<file path="src/rtl/rsvmon_pkg.sv">
package rsvmon_pkg;
  typedef enum logic [1:0] {
    SNP_LOAD  = 2'd0,
    SNP_LR    = 2'd1,
    SNP_STORE = 2'd2,
    SNP_SCOK  = 2'd3
  } snoop_kind_e;

  function automatic int clamp_shift(input int res_lg, input int page_lg);
    int v;
    v = res_lg;
    if (v < 3) v = 3;
    if (v > page_lg) v = page_lg;
    return v;
  endfunction
endpackage

</file>
<file path="src/rtl/rsvmon_span.sv">
module rsvmon_span #(
  parameter int ADDR_W  = 32,
  parameter int GRAN_LG = 6,
  parameter bit OVERLAP = 1'b0,
  localparam int BW     = ADDR_W - GRAN_LG
) (
  input  logic [ADDR_W-1:0] acc_addr,
  input  logic [1:0]        acc_size,
  input  logic [BW-1:0]     ref_blk,
  output logic              hit
);
  logic [ADDR_W-1:0] span;
  logic [ADDR_W-1:0] last_addr;
  logic              first_eq;
  logic              last_eq;

  always_comb begin
    span      = ADDR_W'({acc_size == 2'd3, acc_size[1], |acc_size});
    last_addr = acc_addr + span;
    first_eq  = (acc_addr[ADDR_W-1:GRAN_LG] == ref_blk);
    last_eq   = (last_addr[ADDR_W-1:GRAN_LG] == ref_blk);
  end

  generate
    if (OVERLAP) begin : g_overlap
      assign hit = first_eq | last_eq;
    end else begin : g_contain
      assign hit = first_eq & last_eq;
    end
  endgenerate
endmodule

</file>
<file path="src/rtl/rsvmon_state.sv">
module rsvmon_state #(
  parameter int ADDR_W  = 32,
  parameter int GRAN_LG = 6,
  localparam int BW     = ADDR_W - GRAN_LG
) (
  input  logic          clk,
  input  logic          rst_n,
  input  logic          lr_valid,
  input  logic          lr_fits,
  input  logic [BW-1:0] lr_blk,
  input  logic          sc_valid,
  input  logic          sc_inside,
  input  logic          snp_kill,
  input  logic          trap,
  output logic          resv_valid,
  output logic [BW-1:0] resv_blk,
  output logic          sc_resp_valid,
  output logic          sc_fail
);
  logic          valid_q, valid_d;
  logic [BW-1:0] blk_q;
  logic          blk_en;
  logic          resp_q;
  logic          fail_q, fail_d;
  logic          kill;

  always_comb begin
    kill    = trap | snp_kill;
    valid_d = valid_q;
    fail_d  = fail_q;
    blk_en  = 1'b0;
    if (sc_valid) begin
      fail_d  = ~(valid_q & sc_inside & ~kill);
      valid_d = 1'b0;
    end else if (lr_valid) begin
      blk_en  = 1'b1;
      valid_d = lr_fits & ~trap;
    end else if (kill) begin
      valid_d = 1'b0;
    end
  end

  always_ff @(posedge clk or negedge rst_n) begin
    if (!rst_n) begin
      valid_q <= 1'b0;
      resp_q  <= 1'b0;
    end else begin
      valid_q <= valid_d;
      resp_q  <= sc_valid;
    end
  end

  always_ff @(posedge clk or negedge rst_n) begin
    if (!rst_n) begin
      blk_q  <= '0;
      fail_q <= 1'b1;
    end else begin
      if (blk_en)   blk_q  <= lr_blk;
      if (sc_valid) fail_q <= fail_d;
    end
  end

  assign resv_valid    = valid_q;
  assign resv_blk      = blk_q;
  assign sc_resp_valid = resp_q;
  assign sc_fail       = fail_q;


  sc_rsp_due_chk: assert property (@(posedge clk) disable iff (!rst_n)
    sc_valid |=> sc_resp_valid);

  sc_rsp_pulse_chk: assert property (@(posedge clk) disable iff (!rst_n)
    !sc_valid |=> !sc_resp_valid);

  sc_consume_chk: assert property (@(posedge clk) disable iff (!rst_n)
    sc_valid |=> !resv_valid);

  trap_clear_chk: assert property (@(posedge clk) disable iff (!rst_n)
    trap |=> !resv_valid);

  sc_ok_needs_resv_chk: assert property (@(posedge clk) disable iff (!rst_n)
    (sc_resp_valid && !sc_fail) |-> $past(resv_valid));

  quiet_hold_chk: assert property (@(posedge clk) disable iff (!rst_n)
    (!sc_valid && !lr_valid && !kill) |=> $stable(resv_valid));
endmodule

</file>
<file path="src/rtl/lr_resv_monitor.sv">
module lr_resv_monitor
  import rsvmon_pkg::*;
#(
  parameter int ADDR_W     = 32,
  parameter int RES_BYTES  = 64,
  parameter int PAGE_BYTES = 4096
) (
  input  logic              clk,
  input  logic              rst_n,
  input  logic              lr_valid,
  input  logic [ADDR_W-1:0] lr_addr,
  input  logic [1:0]        lr_size,
  input  logic              sc_valid,
  input  logic [ADDR_W-1:0] sc_addr,
  input  logic [1:0]        sc_size,
  input  logic              snp_valid,
  input  logic [1:0]        snp_kind,
  input  logic [ADDR_W-1:0] snp_addr,
  input  logic [1:0]        snp_size,
  input  logic              irq_take,
  input  logic              exc_take,
  output logic              sc_resp_valid,
  output logic              sc_fail,
  output logic              resv_valid,
  output logic [ADDR_W-1:0] resv_base,
  output logic [5:0]        resv_shift
);
  localparam int GRAN_LG = clamp_shift($clog2(RES_BYTES), $clog2(PAGE_BYTES));
  localparam int BW      = ADDR_W - GRAN_LG;

  logic [BW-1:0] lr_blk;
  logic [BW-1:0] held_blk;
  logic          lr_fits;
  logic          sc_inside;
  logic          snp_hit;
  logic          snp_kill;
  logic          snp_writes;

  assign lr_blk = lr_addr[ADDR_W-1:GRAN_LG];

  rsvmon_span #(.ADDR_W(ADDR_W), .GRAN_LG(GRAN_LG), .OVERLAP(1'b0)) u_lr_span (
    .acc_addr(lr_addr), .acc_size(lr_size), .ref_blk(lr_blk), .hit(lr_fits));

  rsvmon_span #(.ADDR_W(ADDR_W), .GRAN_LG(GRAN_LG), .OVERLAP(1'b0)) u_sc_span (
    .acc_addr(sc_addr), .acc_size(sc_size), .ref_blk(held_blk), .hit(sc_inside));

  rsvmon_span #(.ADDR_W(ADDR_W), .GRAN_LG(GRAN_LG), .OVERLAP(1'b1)) u_snp_span (
    .acc_addr(snp_addr), .acc_size(snp_size), .ref_blk(held_blk), .hit(snp_hit));

  always_comb begin
    snp_writes = (snoop_kind_e'(snp_kind) == SNP_STORE) ||
                 (snoop_kind_e'(snp_kind) == SNP_SCOK);
    snp_kill   = snp_valid & snp_writes & snp_hit;
  end

  rsvmon_state #(.ADDR_W(ADDR_W), .GRAN_LG(GRAN_LG)) u_state (
    .clk(clk), .rst_n(rst_n),
    .lr_valid(lr_valid), .lr_fits(lr_fits), .lr_blk(lr_blk),
    .sc_valid(sc_valid), .sc_inside(sc_inside),
    .snp_kill(snp_kill), .trap(irq_take | exc_take),
    .resv_valid(resv_valid), .resv_blk(held_blk),
    .sc_resp_valid(sc_resp_valid), .sc_fail(sc_fail));

  assign resv_base  = {held_blk, {GRAN_LG{1'b0}}};
  assign resv_shift = 6'(GRAN_LG);


  snoop_kill_chk: assert property (@(posedge clk) disable iff (!rst_n)
    (snp_valid && snp_kind[1] && snp_hit && !lr_valid) |=> !resv_valid);

  straddle_lr_chk: assert property (@(posedge clk) disable iff (!rst_n)
    (lr_valid && !sc_valid && !lr_fits) |=> !resv_valid);
endmodule

</file>
<file path="config.mk">
export PLATFORM = sky130hd
export DESIGN_NAME = lr_resv_monitor
export DESIGN_NICKNAME = d
export VERILOG_FILES = /design/src/rtl/rsvmon_pkg.sv /design/src/rtl/rsvmon_span.sv /design/src/rtl/rsvmon_state.sv /design/src/rtl/lr_resv_monitor.sv
export SDC_FILE = /design/constraint.sdc
export NUM_CORES = 1
export LEC_CHECK = 0
export BUFFER_PORTS_ARGS = -buffer_cell sky130_fd_sc_hd__buf_2
export CELL_PAD_IN_SITES_DETAIL_PLACEMENT = 0
export CELL_PAD_IN_SITES_GLOBAL_PLACEMENT = 1
export CORE_MARGIN = 2
export CORE_UTILIZATION = 32
export DETAILED_ROUTE_END_ITERATION = 10
export MAX_ROUTING_LAYER = met4
export PLACE_DENSITY = 0.86
export SLEW_MARGIN = 20
export SYNTH_ARGS = -nofsm -noshare
export SYNTH_HDL_FRONTEND = slang
export SYNTH_SLANG_ARGS = --single-unit
</file>
<file path="constraint.sdc">
create_clock -name clk -period 2.8 [get_ports clk]
set_input_delay 0.56 -clock clk [delete_from_list [all_inputs] [get_ports clk]]
set_output_delay 0.56 -clock clk [all_outputs]
set_load 0.1 [all_outputs]
</file>
==> metrics.txt, run 1 <==
# TYPE chip_impl_metric gauge
chip_impl_info{name="result_of_the_run",value="finished, final reports clean"} 1
chip_impl_metric{name="n_antenna_cell",unit=""} 0
chip_impl_metric{name="clk_path_buf_depth",unit=""} 2
chip_impl_metric{name="core",unit="sq mm"} 0.00830
chip_impl_metric{name="final.period_utilization",unit="%"} 96.9
chip_impl_metric{name="cp_max_fo",unit=""} 4
chip_impl_metric{name="synthesis.instances",unit=""} 299
chip_impl_metric{name="start_util",unit="%"} 33.4
chip_impl_metric{name="number_of_enable_flip_flop_cells_after_synthesis",unit=""} 0
chip_impl_metric{name="area.growth.synth_to_final",unit="%"} 36.7
chip_impl_metric{name="clkTransAtPathRegs",unit="ps"} 60
chip_impl_metric{name="synth.top_cell.area_share",unit="%"} 25.3
chip_impl_metric{name="tightest_slew",unit="ps"} 667
chip_impl_metric{name="share_of_the_yosys_chip_area_belonging_to_registers",unit="%"} 26.2
chip_impl_metric{name="max_slew_headroom",unit="%"} 55.6
chip_impl_metric{name="combinationalPowerShare",unit="%"} 54.5
chip_impl_metric{name="route.detailed.drc",unit=""} 0
chip_impl_metric{name="switching_share",unit="%"} 50.8
chip_impl_metric{name="detailedRoute.firstPassIterationCount",unit=""} 4
chip_impl_info{name="mostFrequentLayoutCells",value="138 x buf_2, 38 x xnor2_1, 28 x dfrtp_1"} 1
chip_impl_info{name="worstSetupPathType",value="in -> reg"} 1
chip_impl_metric{name="max_cap_violations",unit=""} 0
chip_impl_metric{name="power_frac_clock",unit="%"} 17.0
chip_impl_metric{name="route.detailed.vias_per_inst",unit=""} 5.31
chip_impl_metric{name="async_flop_share",unit="%"} 100
chip_impl_info{name="cp-start-kind",value="input pin"} 1
chip_impl_metric{name="p_seq_share",unit="%"} 28.6
chip_impl_metric{name="cts_buffers",unit=""} 5
chip_impl_info{name="r2r_start",value="u_state.resv_blk[10]$_DFFE_PN0P_"} 1
chip_impl_info{name="synth.top_cells.by_area",value="dfrtp_1 25%, xnor2_1 12%, mux2_2 9.8%"} 1
chip_impl_metric{name="total_power",unit="mW"} 2.02
chip_impl_metric{name="drtAntennaViolNets",unit=""} 0
chip_impl_info{name="synth_top_cell_by_area",value="dfrtp_1"} 1
chip_impl_metric{name="power_per_cell_area",unit="mW/mm^2"} 533
chip_impl_metric{name="post_cts_hold_fix_bufs",unit=""} 0
chip_impl_info{name="layout_commonest_cell",value="buf_2"} 1
chip_impl_metric{name="hpwl",unit="mm"} 8.07
chip_impl_info{name="root_buf_cell",value="clkbuf_8"} 1
chip_impl_metric{name="setup.reg_to_reg.worst_slack",unit="ps"} 270
chip_impl_metric{name="synthesis.area",unit="sq mm"} 0.00277
chip_impl_metric{name="hold_violations",unit=""} 0
chip_impl_metric{name="num-nets-final",unit=""} 571
chip_impl_metric{name="grt_start_max_net_pins",unit=""} 30
chip_impl_metric{name="cell_internal_pwr",unit="mW"} 0.992
chip_impl_metric{name="gr-total-overflow",unit=""} 0
chip_impl_metric{name="finalSetupViolations",unit=""} 0
chip_impl_info{name="timing.critical_path.to_type",value="register"} 1
chip_impl_metric{name="drt-wirelength-per-cell",unit="microns"} 17.0
chip_impl_metric{name="fmaxAchievable",unit="MHz"} 369
chip_impl_metric{name="grt_pass1_vias",unit=""} 3021
chip_impl_info{name="hold_class",value="in -> async"} 1
chip_impl_metric{name="die_height",unit="microns"} 97.1
chip_impl_metric{name="clock_latency_at_the_later_pin_of_the_worst_skew_pair",unit="ps"} 280
chip_impl_metric{name="totalWireLength",unit="mm"} 9.50
chip_impl_metric{name="power_leakage",unit="nW"} 1.65
chip_impl_metric{name="ys.warnings.count",unit=""} 0
chip_impl_metric{name="timing.final.max_slew_violations",unit=""} 0
chip_impl_metric{name="final.setup_skew",unit="ps"} 3.32
chip_impl_metric{name="synth-seq-cells",unit=""} 29
chip_impl_metric{name="first_pass_grt_wire_length",unit="mm"} 15.3
chip_impl_metric{name="worst_ep_arrival_time",unit="ps"} 2860
chip_impl_info{name="synth_flop_cell",value="dfrtp_1"} 1
chip_impl_metric{name="timing.final.crit_period",unit="ps"} 2710
chip_impl_metric{name="cp_data_required_time",unit="ps"} 2950
chip_impl_metric{name="via_count",unit=""} 2968
chip_impl_metric{name="power.ir.vdd_worst",unit="uV"} 392
chip_impl_metric{name="post_synthesis_mean_instance_area",unit="sq um"} 9.27
chip_impl_metric{name="routabilityCongestion",unit=""} 0.932
chip_impl_metric{name="power.switching",unit="mW"} 1.03
chip_impl_info{name="crit_start",value="snp_size[1]"} 1
chip_impl_metric{name="fp.dieW",unit="microns"} 97.1
chip_impl_metric{name="drtIter0Drc",unit=""} 126
chip_impl_metric{name="port_buffers",unit=""} 138
chip_impl_metric{name="drive_above_1_share",unit="%"} 44.5
chip_impl_metric{name="clock_sink_count",unit=""} 29
chip_impl_metric{name="yosysUniqueCellTypes",unit=""} 65
chip_impl_metric{name="initial_antenna_violation_count",unit=""} 0
chip_impl_metric{name="core.rowCount",unit=""} 33
chip_impl_metric{name="cts.htree.levels",unit=""} 2
chip_impl_metric{name="pin_count",unit=""} 152
chip_impl_metric{name="dieArea",unit="sq mm"} 0.00942
chip_impl_metric{name="grtUsageTotal",unit="%"} 20.6
chip_impl_metric{name="finalSetupTns",unit="ps"} 0
chip_impl_info{name="tritoncts",value="yes"} 1
sequential cells by signal (all words and copies together) (netlist names):
name	cells
u_state.sc_fail	1
u_state.sc_resp_valid	1
u_state.resv_blk	26
u_state.resv_valid	1
worst paths after layout:
kind,end,cells past startpoint
worst max register to register,u_state.sc_fail$_DFFE_PN1P_,7
max in group asynchronous,u_state.resv_blk[25]$_DFFE_PN0P_,1
min in group clk,u_state.sc_resp_valid$_DFF_PN0_,1
worst max-delay path,u_state.resv_valid$_DFFE_PN0P_,10
worst min register to register,u_state.sc_fail$_DFFE_PN1P_,1
worst min-delay path,u_state.resv_blk[8]$_DFFE_PN0P_,1
routing by layer:
metal / global-route usage, % / part of all wire, % / routed length, microns / up-vias
met5: - / 0 / 0 / -
met4: 4.98 / 1.5 / 146 / 0
met3: 2.52 / 5.7 / 538 / 14
met2: 34.8 / 49 / 4700 / 112
met1: 26.5 / 43 / 4120 / 1423
li1: - / - / - / 1419
area by class of cell:
cell class | count | area (sq um)
timing repair buffer | 159 | 848
fill | 846 | 4510
multi-input combinational | 255 | 1980
tap | 105 | 131
sequential | 29 | 727
inverter | 4 | 15.0
clock buffer | 7 | 86.3
worst max-delay path: stages:
cell       delay (ps)
buf_2             110
and2_1            180
ha_4              290
o2111ai_4         140
a2111oi_4         400
nand3_2           140
or4_1             480
a22o_1            200
and4bb_1          300
o41ai_1            70
metrics by stage:
step | cells | setup WS, ps | instance area (sq um) | hold slack [ps] | utilization, %
6_report | 559 | 86.8 | 3790 | 313 | 45.6
3_5_place_dp | 550 | -184 | 3650 | 550 | 44.0
4_1_cts | 557 | 98.3 | 3740 | 324 | 45.0
3_3_place_gp | 550 | -137 | 3650 | 539 | 44.0
2_1_floorplan | 309 | 10.5 | 2810 | 264 | -
5_1_grt | 559 | -1.10 | 3790 | 355 | 45.6
power groups by stage:
stage | combinational, mW | clock (mW) | sequential, mW
after detailed placement | 1.09 | 0 | 0.584
after global placement | 1.08 | 0 | 0.580
final | 1.10 | 0.342 | 0.577
after CTS | 1.09 | 0.354 | 0.577
after floorplan | 0.420 | 0 | 0.965
after global routing | 1.16 | 0.368 | 0.588
cells in the mapped netlist, drive strengths merged (2+ instances only):
library cell and instances:
a2111oi 3, a211oi 2, a21oi 6, a311o 2, and2 3, and3 3, buf 15, clkbuf 6
conb 2, dfrtp 28, ha 6, inv 4, mux2 24, mux2i 4, nand2 17, nand2b 6
nand3 14, nand4 21, nand4b 2, nor2 9, nor2b 2, nor3 5, nor4 8, nor4b 3
o2111ai 2, o211ai 5, o21ai 4, or3 3, or4 3, xnor2 38, xor2 21
logic make-up (layout without fill, tap and decap cells):
kind of cell / count (synthesis) / after routing / synth area share, %
muxes: 28 / 28 / 11.2
and+or+nand+nor: 107 / 107 / 22.8
adders and majority gates: 6 / 6 / 2.71
buffers and inverters: 25 / 170 / 5.06
xor gates and xnor gates: 59 / 59 / 18.6
other: 2 / 12 / 0.271
DFF: 29 / 29 / 26.2
AOI/OAI and AO/OA: 43 / 43 / 13.1
what timing repair did:
item	in CTS	in global routing
hold endpoints to repair	0	0
setup buffers	0	2
resized for setup	0	4
setup endpoints to repair	0	2
Power figures use the tool's default switching activity.
==> inputs of run 2 (changes only) <==
Settings changed: CORE_UTILIZATION 32 to 35, CTS_BUF_LIST set to sky130_fd_sc_hd__clkbuf_8 sky130_fd_sc_hd__clkbuf_16, PLACE_DENSITY 0.86 to 0.92.
Clock period 2.8 ns to 3.42 ns, I/O delays scaled along.
==> run 2 against run 1 <==
Compared with the run above: combinational power shrank 21%; clock-buffer cell count shrank 1; first-iteration DRC count grew 96%; largest cell class unchanged.
==> metrics.txt, run 2 (synthesis gave the netlist of run 1 again) <==
# TYPE chip_impl_metric gauge
chip_impl_metric{name="finalSetupTns",unit="ps"} 0
chip_impl_metric{name="power_per_cell_area",unit="mW/mm^2"} 446
chip_impl_metric{name="initial_antenna_violation_count",unit=""} 0
chip_impl_metric{name="max_slew_headroom",unit="%"} 43.7
chip_impl_metric{name="cts_buffers",unit=""} 5
chip_impl_metric{name="drtAntennaViolNets",unit=""} 0
chip_impl_metric{name="totalWireLength",unit="mm"} 8.93
chip_impl_metric{name="core.rowCount",unit=""} 32
chip_impl_info{name="setup_repair_after_global_routing_missed_its_margin",value="no"} 1
chip_impl_metric{name="largest_register_ff_count",unit=""} 26
chip_impl_metric{name="final_core_utilization",unit="%"} 47.2
chip_impl_metric{name="post-cts-setup-buffers",unit=""} 0
chip_impl_metric{name="num-nets-final",unit=""} 555
chip_impl_metric{name="cp_data_required_time",unit="ps"} 3590
chip_impl_info{name="worstSetupPathType",value="in -> reg"} 1
chip_impl_metric{name="max_cap_violations",unit=""} 0
chip_impl_metric{name="post_cts_resize_count",unit=""} 0
chip_impl_info{name="hold_class",value="in -> async"} 1
chip_impl_metric{name="cp_max_fo",unit=""} 9
chip_impl_info{name="timing.critical_path.to_type",value="register"} 1
chip_impl_metric{name="clkTransAtPathRegs",unit="ps"} 60
chip_impl_metric{name="core",unit="sq mm"} 0.00769
chip_impl_metric{name="drt-wirelength-per-cell",unit="microns"} 16.5
chip_impl_metric{name="final.period_utilization",unit="%"} 90.3
chip_impl_metric{name="start_util",unit="%"} 36.1
chip_impl_metric{name="n_antenna_cell",unit=""} 0
chip_impl_info{name="root_buf_cell",value="clkbuf_8"} 1
chip_impl_metric{name="tightest_slew",unit="ps"} 845
chip_impl_metric{name="area.growth.synth_to_final",unit="%"} 31.1
chip_impl_metric{name="clock_sink_count",unit=""} 29
chip_impl_metric{name="routabilityCongestion",unit=""} 0.926
chip_impl_metric{name="dieArea",unit="sq mm"} 0.00865
chip_impl_metric{name="first_pass_grt_wire_length",unit="mm"} 13.7
chip_impl_metric{name="cts.htree.levels",unit=""} 2
chip_impl_metric{name="finalSetupViolations",unit=""} 0
chip_impl_metric{name="port_buffers",unit=""} 138
chip_impl_metric{name="clock_latency_at_the_later_pin_of_the_worst_skew_pair",unit="ps"} 270
chip_impl_metric{name="power.ir.vdd_worst",unit="uV"} 447
chip_impl_metric{name="fp.dieW",unit="microns"} 93.0
chip_impl_metric{name="power_leakage",unit="nW"} 1.58
chip_impl_metric{name="met3WireLength",unit="microns"} 592
chip_impl_metric{name="grtUsageTotal",unit="%"} 20.8
chip_impl_metric{name="register_area",unit="sq um"} 727
chip_impl_info{name="mostFrequentLayoutCells",value="138 x buf_2, 38 x xnor2_1, 28 x dfrtp_1"} 1
chip_impl_metric{name="critical-path-max-stage-delay",unit="ps"} 720
chip_impl_metric{name="final.setup_skew",unit="ps"} 1.99
chip_impl_metric{name="clk_path_buf_depth",unit=""} 2
chip_impl_info{name="crit_family",value="compound AO/OA/AOI/OAI gates"} 1
chip_impl_metric{name="pin_count",unit=""} 152
chip_impl_metric{name="drive_above_1_share",unit="%"} 41.7
chip_impl_metric{name="worst-path-buf-inv",unit=""} 1
chip_impl_metric{name="drtIter0Drc",unit=""} 247
chip_impl_metric{name="hpwl",unit="mm"} 7.55
chip_impl_info{name="tritoncts",value="yes"} 1
chip_impl_info{name="highest_signal_layer_in_the_routed_design",value="met4"} 1
chip_impl_metric{name="route.detailed.drc",unit=""} 0
chip_impl_metric{name="fillCellCount",unit=""} 794
chip_impl_metric{name="multiInputGateArea",unit="sq mm"} 0.00194
chip_impl_info{name="result_of_the_run",value="finished, final reports clean"} 1
chip_impl_metric{name="timing.final.crit_period",unit="ps"} 3090
chip_impl_metric{name="route.detailed.vias_per_inst",unit=""} 5.30
chip_impl_metric{name="via_count",unit=""} 2866
chip_impl_metric{name="wirelength_met1",unit="mm"} 3.72
chip_impl_metric{name="grt_start_max_net_pins",unit=""} 30
chip_impl_info{name="layout_commonest_cell",value="buf_2"} 1
chip_impl_metric{name="gr-total-overflow",unit=""} 0
chip_impl_metric{name="fmaxAchievable",unit="MHz"} 324
chip_impl_metric{name="hold_violations",unit=""} 0
chip_impl_metric{name="timing.final.max_slew_violations",unit=""} 0
chip_impl_metric{name="worst_ep_arrival_time",unit="ps"} 3260
chip_impl_metric{name="detailedRoute.firstPassIterationCount",unit=""} 5
chip_impl_metric{name="die_height",unit="microns"} 93.0
chip_impl_info{name="cp-start-kind",value="input pin"} 1
chip_impl_metric{name="grt_pass1_vias",unit=""} 2819
chip_impl_info{name="path_cells",value="buf_2, and2_1, ha_1, o2111ai_2, a21oi_1, mux2i_1, o32ai_1, nor4_1, and4bb_1, o41ai_1"} 1
chip_impl_info{name="cpMaxStageDelayCell",value="a21oi_1"} 1
chip_impl_metric{name="post_cts_hold_fix_bufs",unit=""} 0
chip_impl_metric{name="wl_met2",unit="mm"} 4.45
==> run 2: worst paths after layout <==
path                                                  start                               end  slack (ps)  depth (start not counted)
max in group asynchronous                             rst_n  u_state.resv_blk[15]$_DFFE_PN0P_        2570                          1
hold / removal                                        rst_n   u_state.resv_blk[7]$_DFFE_PN0P_         430                          1
hold reg to reg                 u_state.sc_fail$_DFFE_PN1P_       u_state.sc_fail$_DFFE_PN1P_         550                          1
min in group clk                u_state.sc_fail$_DFFE_PN1P_       u_state.sc_fail$_DFFE_PN1P_         550                          1
setup / recovery                                snp_size[1]    u_state.resv_valid$_DFFE_PN0P_         330                         10
setup reg to reg           u_state.resv_blk[20]$_DFFE_PN0P_       u_state.sc_fail$_DFFE_PN1P_         730                          7
==> run 2: routing by layer <==
layer	global-route usage, %	vias up
met1	26.5	1348
met5	-	-
li1	-	1379
met4	6.86	0
met2	34.6	124
met3	2.26	15
==> run 2: power breakdown <==
| group | internal, mW | total [mW] | switching [mW] |
|---|---|---|---|
| clock network | 0.158 | 0.281 | 0.123 |
| logic | 0.245 | 0.866 | 0.621 |
| registers | 0.389 | 0.474 | 0.0851 |
| total | 0.792 | 1.62 | 0.829 |
==> run 2: area by class of cell <==
class | instances | share of cell area [%]
multi-input cells | 255 | 53.5
well taps | 102 | 3.51
inverters | 4 | 0.413
flip-flops and latches | 29 | 20.0
clock inverters | 2 | 0.207
clock buffers | 6 | 2.27
repair buffers | 143 | 20.0
==> run 2: worst reg2reg max path, cell delays in order, from the launching register on <==
cell      delay (ps)
dfrtp_1          450
xnor2_1          390
nor4b_1          410
nand4_1          130
or4_1            520
o311ai_0         460
or3_1            180
o22a_1           110
==> run 2: through the flow <==
step	total power, mW	hold slack, ps	cell area, sq um	worst slack [ps]	instances
2_1_floorplan	1.13	388	2810	315	309
3_3_place_gp	1.33	539	3540	146	533
3_5_place_dp	1.34	544	3540	49.3	533
4_1_cts	1.63	448	3630	338	541
5_1_grt	1.70	476	3630	129	541
6_report	1.62	429	3630	331	541
